[config.mk]
export PLATFORM = sky130hd
export DESIGN_NAME = rxd_delay_cal
export DESIGN_NICKNAME = d
export VERILOG_FILES = /design/src/rtl/rxd_cal_pkg.sv /design/src/rtl/rxd_trial_timer.sv /design/src/rtl/rxd_mask_decode.sv /design/src/rtl/rxd_delay_cal.sv
export SDC_FILE = /design/constraint.sdc
export NUM_CORES = 1
export LEC_CHECK = 0
export ABC_AREA = 1
export BUFFER_PORTS_ARGS = -buffer_cell sky130_fd_sc_hd__buf_2
export CORE_ASPECT_RATIO = 2
export CORE_MARGIN = 2
export CORE_UTILIZATION = 29
export DETAILED_ROUTE_END_ITERATION = 8
export MAX_ROUTING_LAYER = met4
export PLACE_DENSITY_LB_ADDON = 0.15
export SLEW_MARGIN = 20
export SYNTH_ARGS = -nofsm -noshare
export SYNTH_HDL_FRONTEND = slang
export SYNTH_HIERARCHICAL = 1
export SYNTH_SLANG_ARGS = --single-unit
[constraint.sdc]
create_clock -name clk_i -period 3.9 [get_ports clk_i]
set_clock_uncertainty 0.2 [all_clocks]
set_input_delay 0.195 -clock clk_i [delete_from_list [all_inputs] [get_ports clk_i]]
set_output_delay 0.195 -clock clk_i [all_outputs]
set_load 0.02 [all_outputs]
[src/rtl/rxd_cal_pkg.sv]
package rxd_cal_pkg;
  typedef enum logic {ST_IDLE, ST_RUN} cal_state_e;

  typedef struct packed {
    logic       ok;
    logic [1:0] sel;
  } pick_t;

  // pass mask -> operating setting; ok=0 marks a rejected window
  function automatic pick_t pick_from_mask(input logic [3:0] m);
    pick_t p;
    p.ok  = 1'b1;
    p.sel = 2'd0;
    case (m)
      4'd1, 4'd3:        p.sel = 2'd0;
      4'd2, 4'd6, 4'd7,
      4'd15:             p.sel = 2'd1;
      4'd4, 4'd14:       p.sel = 2'd2;
      4'd8, 4'd12:       p.sel = 2'd3;
      default:           p.ok  = 1'b0;
    endcase
    return p;
  endfunction
endpackage

[src/rtl/rxd_trial_timer.sv]
module rxd_trial_timer #(
  parameter int TMO_CYC = 32
) (
  input  logic clk_i,
  input  logic rst_ni,
  input  logic run_i,
  input  logic clr_i,
  output logic expire_o
);
  localparam int CNT_W = (TMO_CYC > 2) ? $clog2(TMO_CYC) : 1;
  localparam logic [CNT_W-1:0] CNT_LAST = CNT_W'(TMO_CYC - 1);

  logic [CNT_W-1:0] cnt_q;

  always_ff @(posedge clk_i or negedge rst_ni) begin
    if (!rst_ni)                cnt_q <= '0;
    else if (!run_i || clr_i)   cnt_q <= '0;
    else                        cnt_q <= cnt_q + 1'b1;
  end

  assign expire_o = run_i && (cnt_q == CNT_LAST);

  // an expiry closes the trial, so the next trial starts from zero
  p_expire_restart_r4: assert property (@(posedge clk_i) disable iff (!rst_ni)
    expire_o |=> (cnt_q == '0));
endmodule

[src/rtl/rxd_mask_decode.sv]
module rxd_mask_decode
  import rxd_cal_pkg::*;
(
  input  logic [3:0] mask_i,
  output logic       ok_o,
  output logic [1:0] sel_o
);
  pick_t pick;

  always_comb begin
    pick  = pick_from_mask(mask_i);
    ok_o  = pick.ok;
    sel_o = pick.sel;
  end

  // a chosen setting must itself have passed
  always_comb begin
    p_pick_passed_r5: assert (!ok_o || mask_i[sel_o]);
  end
endmodule

[src/rtl/rxd_delay_cal.sv]
module rxd_delay_cal
  import rxd_cal_pkg::*;
#(
  parameter int               ADDR_W    = 16,
  parameter int               DATA_W    = 16,
  parameter logic [ADDR_W-1:0] TEST_ADDR = 16'hBC0A,
  parameter logic [DATA_W-1:0] TEST_PAT  = 16'h5AA5,
  parameter int               TMO_CYC   = 32
) (
  input  logic              clk_i,
  input  logic              rst_ni,
  input  logic              start_i,
  output logic              rd_req_o,
  output logic [ADDR_W-1:0] rd_addr_o,
  input  logic              rd_vld_i,
  input  logic [DATA_W-1:0] rd_data_i,
  output logic [1:0]        dly_sel_o,
  output logic              done_o,
  output logic              err_o
);
  localparam int DLY_W   = 2;
  localparam int N_TRIAL = 1 << DLY_W;
  localparam logic [DLY_W-1:0] LAST_IDX = DLY_W'(N_TRIAL - 1);

  cal_state_e          state_q;
  logic [DLY_W-1:0]    idx_q, op_sel_q;
  logic [N_TRIAL-1:0]  mask_q, mask_nx;
  logic                done_q, err_q;
  logic                run, hit, expire, close, last;
  logic                dec_ok;
  logic [DLY_W-1:0]    dec_sel;

  assign run   = (state_q == ST_RUN);
  assign hit   = rd_vld_i && (rd_data_i == TEST_PAT);
  assign close = run && (rd_vld_i || expire);
  assign last  = (idx_q == LAST_IDX);

  rxd_trial_timer #(.TMO_CYC(TMO_CYC)) u_timer (
    .clk_i    (clk_i),
    .rst_ni   (rst_ni),
    .run_i    (run),
    .clr_i    (close),
    .expire_o (expire)
  );

  // mask including the trial closing this cycle
  always_comb begin
    mask_nx = mask_q;
    if (close) mask_nx[idx_q] = hit;
  end

  rxd_mask_decode u_dec (
    .mask_i (mask_nx),
    .ok_o   (dec_ok),
    .sel_o  (dec_sel)
  );

  for (genvar g = 0; g < N_TRIAL; g++) begin : g_mask
    always_ff @(posedge clk_i or negedge rst_ni) begin
      if (!rst_ni)                      mask_q[g] <= 1'b0;
      else if (!run && start_i)         mask_q[g] <= 1'b0;
      else if (close && idx_q == DLY_W'(g)) mask_q[g] <= hit;
    end
  end

  always_ff @(posedge clk_i or negedge rst_ni) begin
    if (!rst_ni) begin
      state_q  <= ST_IDLE;
      idx_q    <= '0;
      op_sel_q <= '0;
      done_q   <= 1'b0;
      err_q    <= 1'b0;
    end else begin
      done_q <= 1'b0;
      case (state_q)
        ST_IDLE: if (start_i) begin
          state_q <= ST_RUN;
          idx_q   <= '0;
          err_q   <= 1'b0;
        end
        ST_RUN: if (close) begin
          if (last) begin
            state_q <= ST_IDLE;
            done_q  <= 1'b1;
            if (dec_ok) op_sel_q <= dec_sel;
            else        err_q    <= 1'b1;
          end else begin
            idx_q <= idx_q + 1'b1;
          end
        end
        default: state_q <= ST_IDLE;
      endcase
    end
  end

  assign rd_req_o  = run;
  assign rd_addr_o = TEST_ADDR;
  assign dly_sel_o = run ? idx_q : op_sel_q;
  assign done_o    = done_q;
  assign err_o     = err_q;

  // each sweep opens on setting 0
  p_sweep_opens_zero_r1: assert property (@(posedge clk_i) disable iff (!rst_ni)
    $rose(rd_req_o) |-> (dly_sel_o == '0));
  // setting held while the read is outstanding
  p_trial_hold_r2: assert property (@(posedge clk_i) disable iff (!rst_ni)
    (rd_req_o && !rd_vld_i && !expire) |=> (rd_req_o && $stable(dly_sel_o)));
  // done is a single-cycle pulse
  p_done_pulse_r7: assert property (@(posedge clk_i) disable iff (!rst_ni)
    done_o |=> !done_o);
  // error only rises at sweep end and holds until a start
  p_err_at_done_r7: assert property (@(posedge clk_i) disable iff (!rst_ni)
    $rose(err_o) |-> done_o);
  p_err_hold_r7: assert property (@(posedge clk_i) disable iff (!rst_ni)
    (err_o && !start_i) |=> err_o);
  // start during a non-final trial does not end the sweep
  p_start_ignored_r8: assert property (@(posedge clk_i) disable iff (!rst_ni)
    (rd_req_o && start_i && dly_sel_o != LAST_IDX) |=> rd_req_o);
endmodule

## Word-level counts from Yosys, hierarchy flattened

Cells that the tools add are included.

- Bits in registers: 16
- Input port bits: 20
- Output and inout port bits: 21
- Word-level logic and storage cells: 91

- Add/subtract/negate cells: 2
- Order comparisons: 2
- Equal/unequal tests: 20
- Mux-type cells: 32
- Bitwise gates (word level): 1
- Reduce and logical (&&, ||, !) cells: 24

Operators by type and width:

| operator | count |
|---|---|
| 1-bit two-way mux | 20 |
| 16-bit by 15-bit equality test with 1-bit output, second input constant | 1 |
| 4-bit equality test, second input constant | 4 |
| 4-bit by 3-bit equality test with 1-bit output, second input constant | 3 |
| 10-bit OR reduction | 1 |
| 1-bit logical AND | 9 |
| 4-bit by 2-bit equality test with 1-bit output, second input constant | 2 |
| 2-bit two-way mux | 4 |
| 4-bit AND reduction | 2 |
| 2-bit nonzero test | 4 |
| 2-bit inequality test, second input constant | 3 |
| 2-bit one-hot mux with 3 select lines | 1 |
| 5-bit by 1-bit adder with 5-bit output, second input constant | 1 |
| 5-bit equality test, second input constant | 1 |
| 5-bit two-way mux | 1 |
| 4-bit bitwise mux | 1 |
| 2-bit equality test, second input constant | 2 |
| 4-bit by 1-bit equality test with 1-bit output, second input constant | 1 |
| 4-bit two-way mux | 1 |
| 2-bit by 1-bit inequality test with 1-bit output, second input constant | 2 |
| 1-bit one-hot mux with 2 select lines | 2 |
| 2-bit one-hot mux with 2 select lines | 1 |
| 2-bit OR reduction | 2 |
| 4-bit OR reduction | 1 |
| other kinds (10) | 11 |

## Logic depth before layout (Yosys ltp)

Gate-level depths: netlist of run 1.

- Word-level depth: 13
- Gate-level depth with buffers: 17
- Depth with buffers taken out: 17

## Hierarchy

The synthesis of run 1 kept the hierarchy.

By module, submodules not included:

| module | instances | cells each | area an instance (µm²) | seq. area each (µm²) |
|---|---|---|---|---|
| rxd_delay_cal | 1 | 120 | 867.1 | 275.3 |
| rxd_trial_timer | 1 | 28 | 232.7 | 125.1 |
| rxd_mask_decode | 1 | 13 | 63.8 | 0.0 |

## Worst setup path after synthesis of run 1

No wires, ideal clock.

- Kind: register to register
- From: reg u_timer.cnt_q[0]
- To: reg op_sel_q[0]
- Arrival time: 2145 ps
- Required time: 3583 ps
- Slack: 1438 ps
- Stages on the path, launching flop included: 17
- Path buffers: 0
- Cells stage by stage: dfrtp_1 > ha_1 > nand2_1 > nor2_1 > ha_1 > nand2_1 > inv_1 > o21ai_4 > nor2_1 > or2_1 > a21boi_0 > inv_1 > nand3_1 > nand4_1 > nand2_1 > nand2_1 > nand2_1

- Word-level cells in the longest chain between the ends: 9

RTL lines:

| what | RTL line | RTL |
|---|---|---|
| start: declaration | rxd_trial_timer.sv:13 | `logic [CNT_W-1:0] cnt_q;` |
| start signal: assignment | rxd_trial_timer.sv:18 | `else cnt_q <= cnt_q + 1'b1;` |
| 5-bit equality test (*) | rxd_trial_timer.sv:21 | `assign expire_o = run_i && (cnt_q == CNT_LAST);` |
| 1-bit logical AND (*) | rxd_trial_timer.sv:21 |  |
| via expire | rxd_delay_cal.sv:29 | `logic run, hit, expire, close, last;` |
| 1-bit logical OR (*) | rxd_delay_cal.sv:35 | `assign close = run && (rd_vld_i \|\| expire);` |
| 1-bit logical AND (*) | rxd_delay_cal.sv:35 |  |
| 4-bit two-way mux (*) | rxd_delay_cal.sv:49 | `if (close) mask_nx[idx_q] = hit;` |
| via mask_nx[0] | rxd_delay_cal.sv:27 | `logic [N_TRIAL-1:0] mask_q, mask_nx;` |
| 4-bit by 1-bit equality test with 1-bit output, or another cell as far along | rxd_cal_pkg.sv:14 | `case (m)` |
| 10-bit OR reduction (no line) (*) | - |  |
| 1-bit two-way mux (*) | rxd_cal_pkg.sv:14 |  |
| via dec_ok | rxd_delay_cal.sv:30 | `logic dec_ok;` |
| 4-bit AND reduction (no line) (*) | - |  |
| end signal: assignment | rxd_delay_cal.sv:85 | `if (dec_ok) op_sel_q <= dec_sel;` |
| end: declaration | rxd_delay_cal.sv:26 | `logic [DLY_W-1:0] idx_q, op_sel_q;` |

The timed path passes the listed nets; every way through them passes the cells marked *.
A chain may end at the register's enable or synchronous reset.

## Worst setup path in the final report of run 1

- From: reg u_timer.cnt_q[0]
- To: reg op_sel_q[1]

The elaborated chain is that of the path after synthesis.

==> results.toml, run 1 <==
[clock_network]
h-tree-depth = 1
cts_root_buf = "clkbuf_8"
clockBufferDepth = 2
cts_buffers = 3
cts_tree = "built"
cts_sinks = 16
path_clk_slew_ns = 0.06
post_cts_resized = 0
clock_latency_ns = 0.25

[yosys]
netlist.top_cell.by_area = "dfrtp_1"
synthTopCellsByArea = "dfrtp_1 (34%), buf_4 (10%), nand2_1 (10%)"
synth.avg_cell_area_um2 = 7.23
yosys.area.top_type_share = 0.344
ys_ff_latch = 16
ys_types = 24
synth_cells = 161
yosys_warnings = 6
synth_area_um2 = 1160
synth_seq_area_share = 0.344

[place]
io_buffers = 24
dp_hpwl_um = 2060
routabilityCongestion = 0.783

[setup_path]
crit_type = "reg2reg"
critical_path.top_delay_family = "simple AND/OR/NAND/NOR gates"
path_cells = "ha_1 -> nand2_1 -> nor2_1 -> ha_1 -> nand2_1 -> inv_1 -> o21ai_4 -> nor2_1 -> a21boi_0 -> nor2_1 -> o21ai_1 -> nand4_1 -> nand2_1 -> nand2_1 -> nand2_1"
end_kind = "flop"
arrival_ns = 2.75
max_stage_delay_ns = 0.46
required_ns = 3.89
crit_top_cell = "nand2_1"
worst-path-buf-inv = 1
cp_max_fo = 9
crit_slowest_cell = "a21boi_0"
cp-start-kind = "flop"

[drt]
drc = 0
met3_length_um = 103
via_count = 995
drtIter0Drc = 29
wl_met1_um = 944
wl_met2_um = 1380
wl_um = 2470
avgRoutedWirePerCell_um = 10.4
routed_via_density = 4.18
antenna_left = 0
top_layer_used = "met4"
dr.pass1.iters = 3

[pwr]
ir_drop_v = 0.000291
power_switching_uw = 287
combPwrFrac = 0.454
clockPowerShare = 0.185
power_density_nw_per_um2 = 496
p_sw_frac = 0.436
power.internal_uw = 372
p_seq_frac = 0.362
leakage_nw = 0.738

[sta]
drv_slew = 0
setup-violations-final = 0
hold_violations = 0
timing.slew.headroom = 0.647
rsz0062_at_grt = "no"
whs_ns = 0.00862
finalCritPeriodShare = 0.710
fmax_mhz = 361
period_needed_ns = 2.77
setup_tns_ns = 0
worst_slew_pin_slew_ns = 0.525

[layout]
layout-drive-gt1-share = 0.171
seqCellArea_um2 = 400
nets = 215
mostFrequentLayoutCell = "nand2_1"
fin_util = 0.346
multi_input_area_um2 = 594
antennaDiodeCount = 0
fillCellCount = 435
area_growth_pct = 14.4
most-common-layout-cells = "nand2_1 (31), inv_1 (26), buf_2 (24)"

[die]
io_pins = 41
die_h_um = 93.6
core_area_um2 = 3840
start_util = 0.303
dieWidth_um = 48.8
die-area_um2 = 4570
rows = 32

[global_routing]
grt_pass1_wl_um = 4240
grt_start_max_net_pins = 17
antenna_found_initial = 0
track_usage = 0.122
grt-ovfl-total = 0
grt_pass1_vias = 1033

[outcome]
outcome = "finished, final reports clean"

[flow_run]
cap_violations = 0

[worst_hold_path]
hp-class = "in2reg"
-- synth_stat cells --
| library cell | count |
|---|---|
| a21boi_1 | 1 |
| nand3_1 | 10 |
| or2_0 | 1 |
| clkinv_1 | 1 |
| nor2_4 | 1 |
| nand4_1 | 5 |
| dfrtp_1 | 16 |
| o21ai_4 | 1 |
| nor2_2 | 1 |
| or2_1 | 3 |
| a21oi_1 | 1 |
| a21boi_0 | 3 |
| nand3_2 | 1 |
| o21ai_1 | 1 |
| ha_1 | 6 |
| nand2_2 | 1 |
| buf_4 | 16 |
| nand2_1 | 31 |
| conb_1 | 2 |
| o21ai_0 | 7 |
| nor3_1 | 2 |
| inv_1 | 26 |
| nor2_1 | 21 |
| o211ai_1 | 3 |
-- power groups by stage --
stage          Combinational [mW]  Clock [mW]  Sequential [mW]
4_1_cts                     0.305       0.128            0.240
6_report                    0.299       0.122            0.239
3_5_place_dp                0.303           0            0.243
2_1_floorplan               0.219           0            0.249
5_1_grt                     0.344       0.138            0.245
3_3_place_gp                0.297           0            0.241
-- metal layers --
layer | vias to the layer above | GRT usage
met5 | - | -
met4 | 0 | 0.0429
met3 | 4 | 0.0176
met2 | 29 | 0.249
met1 | 442 | 0.109
li1 | 520 | -
-- through the flow --
step	instance area (um^2)	total power, mW	setup slack [ns]	instances
global route	1330	0.726	0.786	238
detailed placement	1280	0.545	1.13	234
global placement	1280	0.538	1.24	234
finish	1330	0.660	1.13	238
floorplan	1220	0.467	1.44	175
CTS	1330	0.673	1.13	238
-- cell type report --
type / instances / area share
inverters: 27 / 0.0761
clock buffers: 3 / 0.0310
repair buffers: 25 / 0.0977
flip-flops and latches: 16 / 0.301
multi-input cells: 116 / 0.446
well taps: 51 / 0.0479
-- sequential cells by signal (all words and copies together), names as in the netlist --
signal	flops
op_sel_q	2
u_timer/cnt_q	5
idx_q	2
err_o	1
rd_req_o	1
mask_q	4
done_o	1
-- path summary, 6_finish.rpt --
| path | startpoint | to | slack (ns) | depth (start not counted) |
|---|---|---|---|---|
| hold / removal | start_i | rd_req_o | 0.009 | 3 |
| min in group asynchronous | rst_ni | mask_q[3] | 0.19 | 2 |
| setup reg to reg | u_timer/cnt_q[0] | op_sel_q[1] | 1.13 | 15 |
| hold reg to reg | u_timer/cnt_q[0] | u_timer/cnt_q[0] | 0.26 | 1 |
| max in group asynchronous | rst_ni | mask_q[2] | 3.04 | 2 |
| setup / recovery | u_timer/cnt_q[0] | op_sel_q[1] | 1.13 | 15 |
-- cells by family after synthesis --
| kind of cell | Yosys count | synth area share |
|---|---|---|
| other cells | 2 | 0.00645 |
| fa+ha+maj | 6 | 0.0645 |
| compound gates | 17 | 0.0978 |
| buf+inv | 43 | 0.190 |
| simple gates | 77 | 0.297 |
| flops | 16 | 0.344 |
-- worst register-to-register path, stage by stage, from the launching register on --
cell and delay (ns):
dfrtp_1 0.39, ha_1 0.22, nand2_1 0.09, nor2_1 0.05
ha_1 0.17, nand2_1 0.06, inv_1 0.06, o21ai_4 0.25
nor2_1 0.11, a21boi_0 0.46, nor2_1 0.08, o21ai_1 0.12
nand4_1 0.20, nand2_1 0.14, nand2_1 0.06, nand2_1 0.06
-- repair_timing --
item,CTS,global route
endpoints found under the hold margin,16,0
hold buffers,1,0
setup buffers,0,0
Power figures use the tool's default switching activity.
==> run 2: changes to the inputs <==
--- a/config.mk
+++ b/config.mk
@@ -5,7 +5,7 @@
 export SDC_FILE = /design/constraint.sdc
 export NUM_CORES = 1
 export LEC_CHECK = 0
-export ABC_AREA = 1
+export ABC_AREA = 0
 export BUFFER_PORTS_ARGS = -buffer_cell sky130_fd_sc_hd__buf_2
 export CORE_ASPECT_RATIO = 2
 export CORE_MARGIN = 2
==> constraint.sdc (replaced) <==
create_clock -name clk_i -period 2.8 [get_ports clk_i]
set_clock_uncertainty 0.2 [all_clocks]
set_input_delay 0.14 -clock clk_i [delete_from_list [all_inputs] [get_ports clk_i]]
set_output_delay 0.14 -clock clk_i [all_outputs]
set_load 0.02 [all_outputs]
==> run 2 against run 1 <==
Effect of this change:
- cell count is 12% lower
- clock power grew 73%
- combinational power up 37%
- first-iteration DRC count decreased by 69%
- utilization grew 4.7 points
- hold slack gained 0.072 ns
- flip-flop and latch count unchanged
- maximum frequency up 3.3%
- power is 43% higher
- via count decreased by 4.2%
- final area is 6.7% higher
- critical endpoint unchanged
- largest cell class unchanged
==> results.toml, run 2 <==
[die]
start_util = 0.301
die_h_um = 90.5
core_area_um2 = 3610
io_pins = 41
rows = 31
die-area_um2 = 4280
dieWidth_um = 47.3

[layout]
mostFrequentLayoutCell = "buf_2"
antennaDiodeCount = 0
seqCellArea_um2 = 400
largest_register_ffs = 5
nets = 188
multi_input_area_um2 = 603
fillCellCount = 367
top_register = "u_timer/cnt_q"
fin_area_um2 = 1420
layout-drive-gt1-share = 0.385
largestRegisters = "u_timer/cnt_q x5, mask_q x4"
fin_util = 0.394
area_growth_pct = 30.8
most-common-layout-cells = "buf_2 (24), conb_1 (16), dfrtp_1 (16), buf_4 (16)"

[drt]
wl_um = 2760
via_count = 953
antenna_left = 0
routed_via_density = 4.54
avgRoutedWirePerCell_um = 13.2
dr.pass1.iters = 4
drc = 0
drtIter0Drc = 9

[setup_path]
required_ns = 2.73
crit_type = "reg2reg"
end_kind = "flop"
max_stage_delay_ns = 0.39
arrival_ns = 2.61
crit_slowest_cell = "dfrtp_1"
ff2ff_path_depth = 12
cp_max_fo = 5
path_cells = "ha_2 -> and3_1 -> ha_1 -> and2_4 -> o21ai_4 -> inv_4 -> nand4_1 -> o21ai_1 -> xor2_1 -> o21ai_2 -> nand3_2 -> mux2_4"
r2r_end = "op_sel_q[1]"
cp-start-kind = "flop"
crit_start = "u_timer/cnt_q[0]"
r2r_setup_slack_ns = 0.12
r2r-start = "u_timer/cnt_q[0]"

[place]
preCtsSetupSlack_ns = -0.0952
routabilityCongestion = 0.825
io_buffers = 24
dpl-instance-area_um2 = 1300
dp_hpwl_um = 2250

[yosys]
synth_seq_area_share = 0.369
yosys_warnings = 6
synthTopCellsByArea = "dfrtp_1 (37%), buf_4 (12%), ha_1 (6.9%)"
synth_cells = 118
synthArstFlopShare = 1.00
ys_ff_latch = 16
synth-edff-count = 0
synth_common_cells = "buf_4 (17), dfrtp_1 (16), o21ai_0 (11)"
netlist.top_cell.by_area = "dfrtp_1"
synth_most_common_cell = "buf_4"
ys_types = 34
yosys.area.top_type_share = 0.369
synth.avg_cell_area_um2 = 9.20
synth_area_um2 = 1090
ys.flop_type = "dfrtp_1"

[global_routing]
track_usage = 0.146
antenna_found_initial = 0
grt_pass1_wl_um = 4400
grt-ovfl-total = 0
grt_start_max_net_pins = 17
grt_pass1_vias = 1013

[clock_network]
cts_buffers = 3
cts_sinks = 16
clockBufferDepth = 2
cts_tree = "built"
h-tree-depth = 1
path_clk_slew_ns = 0.07
clock_latency_ns = 0.25
cts_root_buf = "clkbuf_8"

[pwr]
power.internal_uw = 579
power_uw = 942
p_sw_frac = 0.385
ir_drop_v = 0.000311
combPwrFrac = 0.436
leakage_nw = 0.707
p_seq_frac = 0.340
clockPowerShare = 0.224
power_switching_uw = 363
power_density_nw_per_um2 = 664

[sta]
finalCritPeriodShare = 0.957
period_needed_ns = 2.68
hold_violations = 0
setup_tns_ns = 0
drv_slew = 0
setup-violations-final = 0
fmax_mhz = 373
worst_slack_ns = 0.121

[worst_hold_path]
min_from = "rd_data_i[6]"
holdPathEnd = "mask_q[1]"
hp-class = "in2reg"
whs_path_depth = 4

[outcome]
outcome = "finished, final reports clean"

[flow_run]
cap_violations = 0
## run 2: cell types whose count changed in the layout (fill, tap and decap cells not counted), sizes merged, moves of 3 or more
cell / previous run / this run
inv: 26 / 10
buf: 24 / 40
nor2: 23 / 8
o21ai: 9 / 13
mux2: 0 / 4
a21boi: 4 / 0
nand3: 11 / 8
or2: 4 / 0
nand2: 32 / 6
## run 2: cells by family (layout without fill, tap and decap cells)
logic type | Yosys count | after routing | share of synthesized area
AOI/OAI and AO/OA | 20 | 20 | 0.113
xor gates and xnor gates | 3 | 3 | 0.0242
adders and majority gates | 7 | 7 | 0.0795
buffers and inverters | 27 | 56 | 0.154
DFF | 16 | 16 | 0.369
muxes | 5 | 5 | 0.0507
other | 2 | 16 | 0.00692
and+or+nand+nor | 38 | 38 | 0.203
## run 2: how the worst max path moves through the flow
stage | slack, ns | to | cells past startpoint
CTS | 0.01 | op_sel_q[1] | 13
floorplan | 0.01 | op_sel_q[0] | 12
global route | -0.0003 | op_sel_q[1] | 12
global placement | 0.02 | op_sel_q[1] | 12
finish | 0.12 | op_sel_q[1] | 12
detailed placement | -0.1 | op_sel_q[1] | 12
## run 2: power by group through the flow
stage               clock network, mW  registers, mW  logic (mW)
global route                    0.229          0.326       0.453
global placement                    0          0.320       0.382
floorplan                           0          0.334       0.242
finish                          0.211          0.320       0.411
detailed placement                  0          0.325       0.391
CTS                             0.218          0.321       0.400
## run 2: routing by layer
metal  share of wire  wire, um  vias to the layer above  track usage
met4           0.024        66                        0       0.0718
met3           0.029        81                        5       0.0220
met1            0.33       924                      454        0.137
met2            0.61      1690                       28        0.259
li1                -         -                      466            -
met5               0         0                        -            -
## run 2: per-stage QoR
step	std cells	hold slack, ns
3_5_place_dp	201	-0.113
3_3_place_gp	201	-0.116
4_1_cts	208	0.0614
6_report	210	0.0806
2_1_floorplan	132	-0.356
5_1_grt	210	0.102
## run 2: repair_timing
| item | in CTS | in global routing |
|---|---|---|
| setup endpoints to repair | 2 | 2 |
| endpoints found under the hold margin | 17 | 0 |
| hold buffers | 2 | 0 |
| setup buffers | 1 | 2 |
| pin swaps | 4 | 4 |
| gates resized for setup | 5 | 8 |
## run 2: final cells by class
type,instances,area share
timing repair buffer,42,0.183
clock buffer,4,0.0388
inverter,10,0.0282
multi-input combinational,89,0.425
sequential,16,0.282
tap,49,0.0432
## run 2: worst max-delay path, delay by kind of cell, from the launching register on
kind            cells  cell delay, ns
xor+xnor            1            0.20
mux                 1            0.32
fa+ha+maj           2            0.36
compound gates      3            0.45
simple gates        4            0.61
buf+inv             1            0.06
flops               1            0.39
==> run 3: changes to the inputs <==
--- a/config.mk
+++ b/config.mk
@@ -7,9 +7,8 @@
 export LEC_CHECK = 0
 export ABC_AREA = 0
 export BUFFER_PORTS_ARGS = -buffer_cell sky130_fd_sc_hd__buf_2
-export CORE_ASPECT_RATIO = 2
 export CORE_MARGIN = 2
-export CORE_UTILIZATION = 29
+export CORE_UTILIZATION = 45
 export DETAILED_ROUTE_END_ITERATION = 8
 export MAX_ROUTING_LAYER = met4
 export PLACE_DENSITY_LB_ADDON = 0.15
==> run 3 against run 2 <==
Effect of this change:
- clock power shrank 25%
- non-clock buffer count grew 6
- utilization grew 25 points
- critical path depth grew 4
- wire length shrank 6.5%
- register-to-register slack lost 0.07 ns
- die area shrank 34%
- highest routed layer unchanged
- cell count shrank 7.1%
- via count grew 4.3%
- power shrank 4.8%
- hold slack lost 0.026 ns
==> results.toml, run 3 (same netlist as run 2, synthesis figures left out) <==
[pwr]
power_density_nw_per_um2 = 618
ir_drop_v = 0.000416
leakage_nw = 0.721

[clock_network]
clock_latency_ns = 0.29
cts_tree = "built"
cts_buffers = 3
clockBufferDepth = 2
cts_root_buf = "clkbuf_4"
path_clk_slew_ns = 0.10
cts_sinks = 16
h-tree-depth = 1

[layout]
top_register = "u_timer/cnt_q"
layout-drive-gt1-share = 0.425
seqCellArea_um2 = 400
area_growth_pct = 33.6
nets = 194
fillCellCount = 187
multi_input_area_um2 = 627
fin_util = 0.644
largestRegisters = "u_timer/cnt_q x5, mask_q x4"
largest_register_ffs = 5
fin_area_um2 = 1450
most-common-layout-cells = "buf_2 (24), buf_4 (20), conb_1 (16), dfrtp_1 (16)"
antennaDiodeCount = 0
mostFrequentLayoutCell = "buf_2"

[setup_path]
ff2ff_path_depth = 16
required_ns = 2.77
cp-start-kind = "flop"
crit_type = "reg2reg"
end_kind = "flop"
arrival_ns = 2.73
cp_max_fo = 5

[outcome]
outcome = "finished, final reports clean"

[die]
die-area_um2 = 2820
io_pins = 41
die_h_um = 53.1
rows = 17
dieWidth_um = 53.1
core_area_um2 = 2250
start_util = 0.482

[drt]
dr.pass1.iters = 4
routed_via_density = 5.10
via_count = 994
wl_um = 2580
drc = 0
avgRoutedWirePerCell_um = 13.2
drtIter0Drc = 24
antenna_left = 0

[sta]
finalCritPeriodShare = 0.983
period_needed_ns = 2.75
hold_violations = 0
rsz0062_at_grt = "yes"
fmax_mhz = 363
drv_slew = 0
setup-violations-final = 0

[global_routing]
track_usage = 0.202
grt_pass1_vias = 899
grt-ovfl-total = 0
grt_pass1_wl_um = 3950
grt_start_max_net_pins = 17
antenna_found_initial = 0

[place]
dpl-instance-area_um2 = 1240
dp_hpwl_um = 1780
routabilityCongestion = 0.847
io_buffers = 24

[worst_hold_path]
hp-class = "in2reg"
whs_path_depth = 4

[flow_run]
cap_violations = 0
## run 3: cell count changes in the layout (fill, tap and decap cells not counted), moves of 2 or more
cell	delta
buf_4	+4
clkbuf_8	-3
clkbuf_4	+3
buf_6	+2
## run 3: final cells by class
class,count,share of cell area
multi-input combinational,89,0.432
sequential,16,0.276
timing repair buffer,48,0.216
inverter,10,0.0276
clock buffer,4,0.0250
tap,28,0.0241
## run 3: worst paths after layout
path	to	slack, ns	startpoint
min in group asynchronous	mask_q[0]	0.08	rst_ni
hold / removal	mask_q[2]	0.05	rd_data_i[6]
hold reg to reg	err_o	0.29	err_o
setup reg to reg	mask_q[3]	0.05	u_timer/cnt_q[1]
setup / recovery	mask_q[3]	0.05	u_timer/cnt_q[1]
max in group asynchronous	idx_q[1]	2.06	rst_ni
## run 3: repair_timing
action | CTS | global route
resized for setup | 7 | 13
endpoints found under the hold margin | 17 | 0
pin swaps | 4 | 7
buffers inserted | 9 | 4
setup endpoints to repair | 2 | 2
hold buffers | 2 | 0
## run 3: layer usage
| layer | vias up | track usage | share of wire |
|---|---|---|---|
| li1 | 474 | - | - |
| met1 | 467 | 0.253 | 0.45 |
| met2 | 47 | 0.321 | 0.48 |
| met3 | 6 | 0.0169 | 0.048 |
| met4 | 0 | 0.115 | 0.023 |
| met5 | - | - | 0 |
## run 3: metrics by stage
stage               std cells  setup WS (ns)  hold slack (ns)  total power [mW]  setup TNS [ns]
floorplan                 132         0.0138           -0.356             0.576               0
global placement          176         0.0393           -0.130             0.675               0
detailed placement        176        -0.0425           -0.126             0.682         -0.0796
CTS                       191         0.0226           0.0546             0.872               0
global route              195        -0.0708           0.0738             0.954          -0.162
finish                    195         0.0479           0.0543             0.897               0
## run 3: where the power goes
group | total [mW] | leakage [nW] | switching (mW) | internal [mW]
combinational | 0.422 | 0.490 | 0.233 | 0.189
sequential | 0.317 | 0.211 | 0.0403 | 0.277
clock | 0.158 | 0.0210 | 0.0787 | 0.0792
total | 0.897 | 0.721 | 0.352 | 0.545
## run 3: worst max-delay path, stage by stage, from the launching register on
cell and delay (ns):
dfrtp_1 0.38, ha_2 0.20, and3_4 0.19, ha_4 0.11, and2_4 0.17, o211ai_1 0.13, buf_4 0.17, buf_4 0.12
buf_6 0.10, buf_4 0.12, buf_4 0.12, buf_4 0.13, buf_4 0.12, buf_4 0.12, buf_6 0.11, nand3_2 0.06
o21ai_1 0.07
